`src/rtl/mcfg_pkg.sv`:
```
package mcfg_pkg;
  localparam int N_DUT   = 32;
  localparam int ADDR_W  = $clog2(N_DUT);
  localparam int SLOPE_W = 3;
  localparam int LOAD_W  = 2;
  localparam int CFG_W   = ADDR_W + SLOPE_W + LOAD_W;
  localparam int N_CNT   = 4;

  typedef struct packed {
    logic [LOAD_W-1:0]  load;
    logic [SLOPE_W-1:0] slope;
    logic [ADDR_W-1:0]  addr;
  } cfg_t;

  localparam cfg_t CFG_RST = '{load: '0, slope: SLOPE_W'(1), addr: '0};

  function automatic logic cfg_legal(cfg_t c);
    return c.slope != '0;
  endfunction
endpackage

```
`src/rtl/mcfg_shift.sv`:
```
module mcfg_shift #(
  parameter int CNT_W   = 16,
  parameter int CHAIN_W = 64
) (
  input  logic                       clk_i,
  input  logic                       rst_ni,
  input  logic                       scan_en_i,
  input  logic                       scan_in_i,
  input  logic                       capture_i,
  input  logic [mcfg_pkg::N_CNT*CNT_W-1:0] cnt_i,
  output logic [CHAIN_W-1:0]         chain_o
);
  localparam int CAP_W = mcfg_pkg::N_CNT * CNT_W;

  logic [CHAIN_W-1:0] chain_q, chain_d;

  always_comb begin
    chain_d = chain_q;
    if (capture_i) begin
      // capture has priority over shift
      chain_d = '0;
      chain_d[CAP_W-1:0] = cnt_i;
    end else if (scan_en_i) begin
      chain_d = {scan_in_i, chain_q[CHAIN_W-1:1]};
    end
  end

  always_ff @(posedge clk_i or negedge rst_ni) begin
    if (!rst_ni) chain_q <= '0;
    else         chain_q <= chain_d;
  end

  assign chain_o = chain_q;
endmodule

```
`src/rtl/mcfg_active.sv`:
```
module mcfg_active
  import mcfg_pkg::*;
(
  input  logic clk_i,
  input  logic rst_ni,
  input  logic update_i,
  input  cfg_t shadow_i,
  output cfg_t active_o,
  output logic err_o
);
  cfg_t active_q;
  logic err_q;

  always_ff @(posedge clk_i or negedge rst_ni) begin
    if (!rst_ni) begin
      active_q <= CFG_RST;
      err_q    <= 1'b0;
    end else if (update_i) begin
      if (cfg_legal(shadow_i)) begin
        active_q <= shadow_i;
        err_q    <= 1'b0;
      end else begin
        err_q    <= 1'b1;
      end
    end
  end

  assign active_o = active_q;
  assign err_o    = err_q;
endmodule

```
`src/rtl/mcfg_sel.sv`:
```
module mcfg_sel #(
  parameter int N = 32,
  parameter int W = $clog2(N)
) (
  input  logic [W-1:0] addr_i,
  output logic [N-1:0] sel_o
);
  for (genvar g = 0; g < N; g++) begin : g_sel
    assign sel_o[g] = (addr_i == W'(g));
  end
endmodule

```
`src/rtl/dly_meas_cfg.sv`:
```
module dly_meas_cfg
  import mcfg_pkg::*;
#(
  parameter int CNT_W = 16
) (
  input  logic                   clk_i,
  input  logic                   rst_ni,
  input  logic                   scan_en_i,
  input  logic                   scan_in_i,
  input  logic                   capture_i,
  input  logic                   update_i,
  input  logic [N_CNT*CNT_W-1:0] cnt_i,
  output logic                   scan_out_o,
  output logic [ADDR_W-1:0]      dut_addr_o,
  output logic [SLOPE_W-1:0]     slope_o,
  output logic [LOAD_W-1:0]      load_o,
  output logic [N_DUT-1:0]       dut_sel_o,
  output logic                   cfg_err_o
);
  localparam int CAP_W   = N_CNT * CNT_W;
  localparam int CHAIN_W = (CAP_W > CFG_W) ? CAP_W : CFG_W;

  logic [CHAIN_W-1:0] chain_q;
  cfg_t shadow, active;

  mcfg_shift #(.CNT_W(CNT_W), .CHAIN_W(CHAIN_W)) u_shift (
    .clk_i, .rst_ni, .scan_en_i, .scan_in_i, .capture_i, .cnt_i,
    .chain_o(chain_q)
  );

  // setup word sits in the last CFG_W bits shifted in
  assign shadow = cfg_t'(chain_q[CHAIN_W-1 -: CFG_W]);

  mcfg_active u_active (
    .clk_i, .rst_ni, .update_i,
    .shadow_i(shadow),
    .active_o(active),
    .err_o   (cfg_err_o)
  );

  mcfg_sel #(.N(N_DUT), .W(ADDR_W)) u_sel (
    .addr_i(active.addr),
    .sel_o (dut_sel_o)
  );

  assign scan_out_o = chain_q[0];
  assign dut_addr_o = active.addr;
  assign slope_o    = active.slope;
  assign load_o     = active.load;
endmodule

```
`config.mk`:
```
export PLATFORM = sky130hd
export DESIGN_NAME = dly_meas_cfg
export DESIGN_NICKNAME = d
export VERILOG_FILES = /design/src/rtl/mcfg_pkg.sv /design/src/rtl/mcfg_shift.sv /design/src/rtl/mcfg_active.sv /design/src/rtl/mcfg_sel.sv /design/src/rtl/dly_meas_cfg.sv
export SDC_FILE = /design/constraint.sdc
export NUM_CORES = 1
export LEC_CHECK = 0
export BUFFER_PORTS_ARGS = -buffer_cell sky130_fd_sc_hd__buf_2
export CELL_PAD_IN_SITES_DETAIL_PLACEMENT = 1
export CELL_PAD_IN_SITES_GLOBAL_PLACEMENT = 1
export CORE_UTILIZATION = 40
export CTS_BUF_LIST = sky130_fd_sc_hd__clkbuf_8
export DETAILED_ROUTE_END_ITERATION = 8
export PLACE_DENSITY = 0.93
export SETUP_SLACK_MARGIN = 0.3
export SYNTH_ARGS = -nofsm -noshare
export SYNTH_HDL_FRONTEND = slang
export SYNTH_SLANG_ARGS = --single-unit
export TNS_END_PERCENT = 1
```
`constraint.sdc`:
```
create_clock -name clk_i -period 1.55 [get_ports clk_i]
set_input_delay 0.0775 -clock clk_i [delete_from_list [all_inputs] [get_ports clk_i]]
set_output_delay 0.0775 -clock clk_i [all_outputs]
set_load 0.1 [all_outputs]
```
==> results.py <==
metrics = {
    "power_and_ir_drop": {
        "ir_drop_mv": 0.499,
        "intPower_w": 0.00426,
        "p_leak_nw": 2.75,
        "switching_share_pct": 38.6,
        "p_sw_w": 0.00268,
        "clkPwrFrac_pct": 27.8,
        "p_comb_share_pct": 37.3,
        "p_per_area_mw_per_mm2": 1150,
        "pwr-share-seq_pct": 35.0,
    },
    "logic_synthesis": {
        "synthAdderAreaFrac_pct": 0,
        "synth_top_cell_area_share_pct": 52.0,
        "yosysWarnings": 0,
        "syn_nets": 422,
        "synth_cell_types": 21,
        "synth_compound_area_share_pct": 10.8,
        "ys_seq_elements": 75,
        "seq_area_frac_synth_pct": 52.7,
        "synth_top_family_by_area": "multiplexers",
        "synth_area_per_cell_um2": 10.1,
        "yosysTopAreaCell": "dfrtp_1",
        "synth-simple-area-share_pct": 12.6,
        "synth.cell_area_mm2": 0.00356,
        "synth-xor-area-share_pct": 0,
        "synthMuxAreaShare_pct": 20.5,
        "synthCells": 352,
        "yosys-top-cells-area": "dfrtp_1, mux2i_1, o21ai_0",
    },
    "timing": {
        "finalSetupViolCount": 32,
        "fmax_mhz": 565,
        "rsz0062_at_grt": "yes",
        "hold_violations": 0,
        "relSlewSlack_pct": 64.9,
        "tightest_slew_ps": 527,
        "period_share_pct": 114,
        "fin_setup_tns_ps": -4270,
        "fin_crit_ps": 1770,
        "worst_clock_skew_ps": 14.3,
        "drv_slew": 0,
        "postLayoutSetupSlackWorst_ps": -220,
    },
    "routing": {
        "vias": 3393,
        "drtIter0Drc": 129,
        "vias_per_cell": 5.27,
        "dr.pass1.iters": 5,
        "ant_nets": 0,
        "routedWlPerCell_um": 20.3,
        "drcViolationCount": 0,
        "drt_wl_total_um": 13100,
    },
    "cts": {
        "cts_sinks": 75,
        "htreeDepth": 3,
        "clockBufferDepth": 2,
        "path_clk_slew_ps": 90,
        "numCtsBuffers": 9,
        "clock_latency_ps": 350,
        "cts_tree": "built",
        "root_buffer": "clkbuf_8",
    },
    "grt": {
        "grt_pass1_wl_um": 20000,
        "grt_overflow": 0,
        "grt_max_degree": 75,
        "grt_pass1_vias": 3794,
        "grt_use_total_pct": 29.6,
        "antenna_found_initial": 0,
    },
    "placement": {
        "hpwl_um": 6940,
        "place_area_mm2": 0.00504,
        "post-place-cells": 559,
        "portBuffers": 113,
        "globalplace.congestion": 0.774,
        "place_ws_ps": 77.2,
    },
    "layout": {
        "final_cell_mix": "buf_2, dfrtp_1, o21ai_0",
        "antenna_cells": 0,
        "areaGrowthSynthToFinish_pct": 69.8,
        "layout-drive-gt1-share_pct": 36.9,
        "design_area_mm2": 0.00605,
        "fillers": 878,
        "layout_commonest_cell": "buf_2",
        "nets": 601,
        "fin_cells": 644,
        "seq_area_mm2": 0.00190,
        "multi_input_area_mm2": 0.00184,
    },
    "run": {
        "maxCapViolations": 0,
    },
    "worst_setup_path": {
        "cp-start-kind": "register",
        "cp_max_fo": 8,
        "worstPathRequired_ps": 1470,
        "end_kind": "output pin",
        "crit_type": "reg2out",
        "cp_data_arrival_time_ps": 1690,
    },
    "outcome": {
        "violations": "setup timing",
        "status": "complete, but fails checks",
    },
    "hold_path": {
        "holdCritPathClass": "in2reg",
    },
    "floorplan": {
        "die-height_um": 96.4,
        "num_rows": 34,
        "io_pins": 114,
        "dieArea_mm2": 0.00929,
        "die_x_um": 96.4,
        "core_mm2": 0.00868,
        "start_util_pct": 41.1,
    },
}
-- worst max-delay path, stage by stage (launching register included) --
cell and delay (ps):
dfrtp_4 520, or3b_4 490, nor2_4 150, buf_12 180
-- routing by layer --
layer | wire length (um) | vias up | global-route usage (%)
met5 | 0 | - | 0
met4 | 255 | 0 | 8.82
met3 | 635 | 27 | 6.42
met2 | 7280 | 123 | 55.7
met1 | 4890 | 1686 | 33.3
li1 | - | 1557 | -
-- cell usage after synthesis --
cell and n:
a22o_1 2, dfrtp_1 74, mux2_2 8, buf_4 7
nor3_1 1, o31ai_4 1, nand3b_1 3, o21ai_0 67
nand2b_1 2, clkbuf_1 10, or3b_2 3, a22o_2 1
dfstp_2 1, buf_1 6, or3_1 1, nand3_1 1
nor2_1 32, nand2_1 65, mux2i_1 64, buf_2 2
or2_2 1
-- state kept, by name (all words and copies together), names as in the netlist --
| signal | count |
|---|---|
| u_shift.chain_o | 64 |
| u_active.err_o | 1 |
| u_active.active_o | 10 |
-- repair_timing --
item | CTS | global route
endpoints found under the setup margin | 45 | 48
setup buffers | 4 | 0
endpoints found under the hold margin | 113 | 1
pin swaps | 15 | 3
resized for setup | 20 | 4
hold buffers | 64 | 1
-- worst paths after layout --
check                                                      start                               end  slack [ps]  depth (start not counted)
min in group asynchronous                                 rst_ni   u_shift.chain_o[22]$_DFFE_PN0P_         160                          2
max in group asynchronous                                 rst_ni   u_shift.chain_o[20]$_DFFE_PN0P_         720                          3
worst max-delay path            u_active.active_o[3]$_DFFE_PN0P_                      dut_sel_o[1]        -220                          3
worst min register to register  u_active.active_o[6]$_DFFE_PN0P_  u_active.active_o[6]$_DFFE_PN0P_         500                          1
worst max register to register   u_shift.chain_o[60]$_DFFE_PN0P_  u_active.active_o[4]$_DFFE_PN0P_          20                          2
worst min-delay path                                   capture_i   u_shift.chain_o[19]$_DFFE_PN0P_          80                          2
-- stage by stage --
step	util (%)	hold slack, ps	total power (W)
floorplan	-	-218	0.00403
global placement	58.0	5.38	0.00461
detailed placement	58.0	6.42	0.00472
CTS	69.5	14.1	0.00685
global route	69.7	82.6	0.00719
finish	69.7	83.0	0.00694
-- cells by family after synthesis --
logic type      after synthesis
compound gates               71
buf+inv                      25
flops                        75
mux                          72
simple gates                109
-- layout make-up --
class / instances / area share (%)
Timing Repair Buffer: 193 / 31.8
Sequential cell: 75 / 31.4
Multi-Input combinational cell: 252 / 30.4
Clock buffer: 11 / 2.50
Tap cell: 108 / 2.23
Clock inverter: 5 / 1.68
-- power by group through the flow --
| stage | sequential (W) | combinational, W | clock, W |
|---|---|---|---|
| finish | 0.00242 | 0.00259 | 0.00193 |
| global route | 0.00245 | 0.00270 | 0.00203 |
| global placement | 0.00241 | 0.00220 | 0 |
| floorplan | 0.00283 | 0.00120 | 0 |
| detailed placement | 0.00244 | 0.00228 | 0 |
| CTS | 0.00241 | 0.00252 | 0.00192 |
Note: power is estimated with default switching activity, not from simulation.
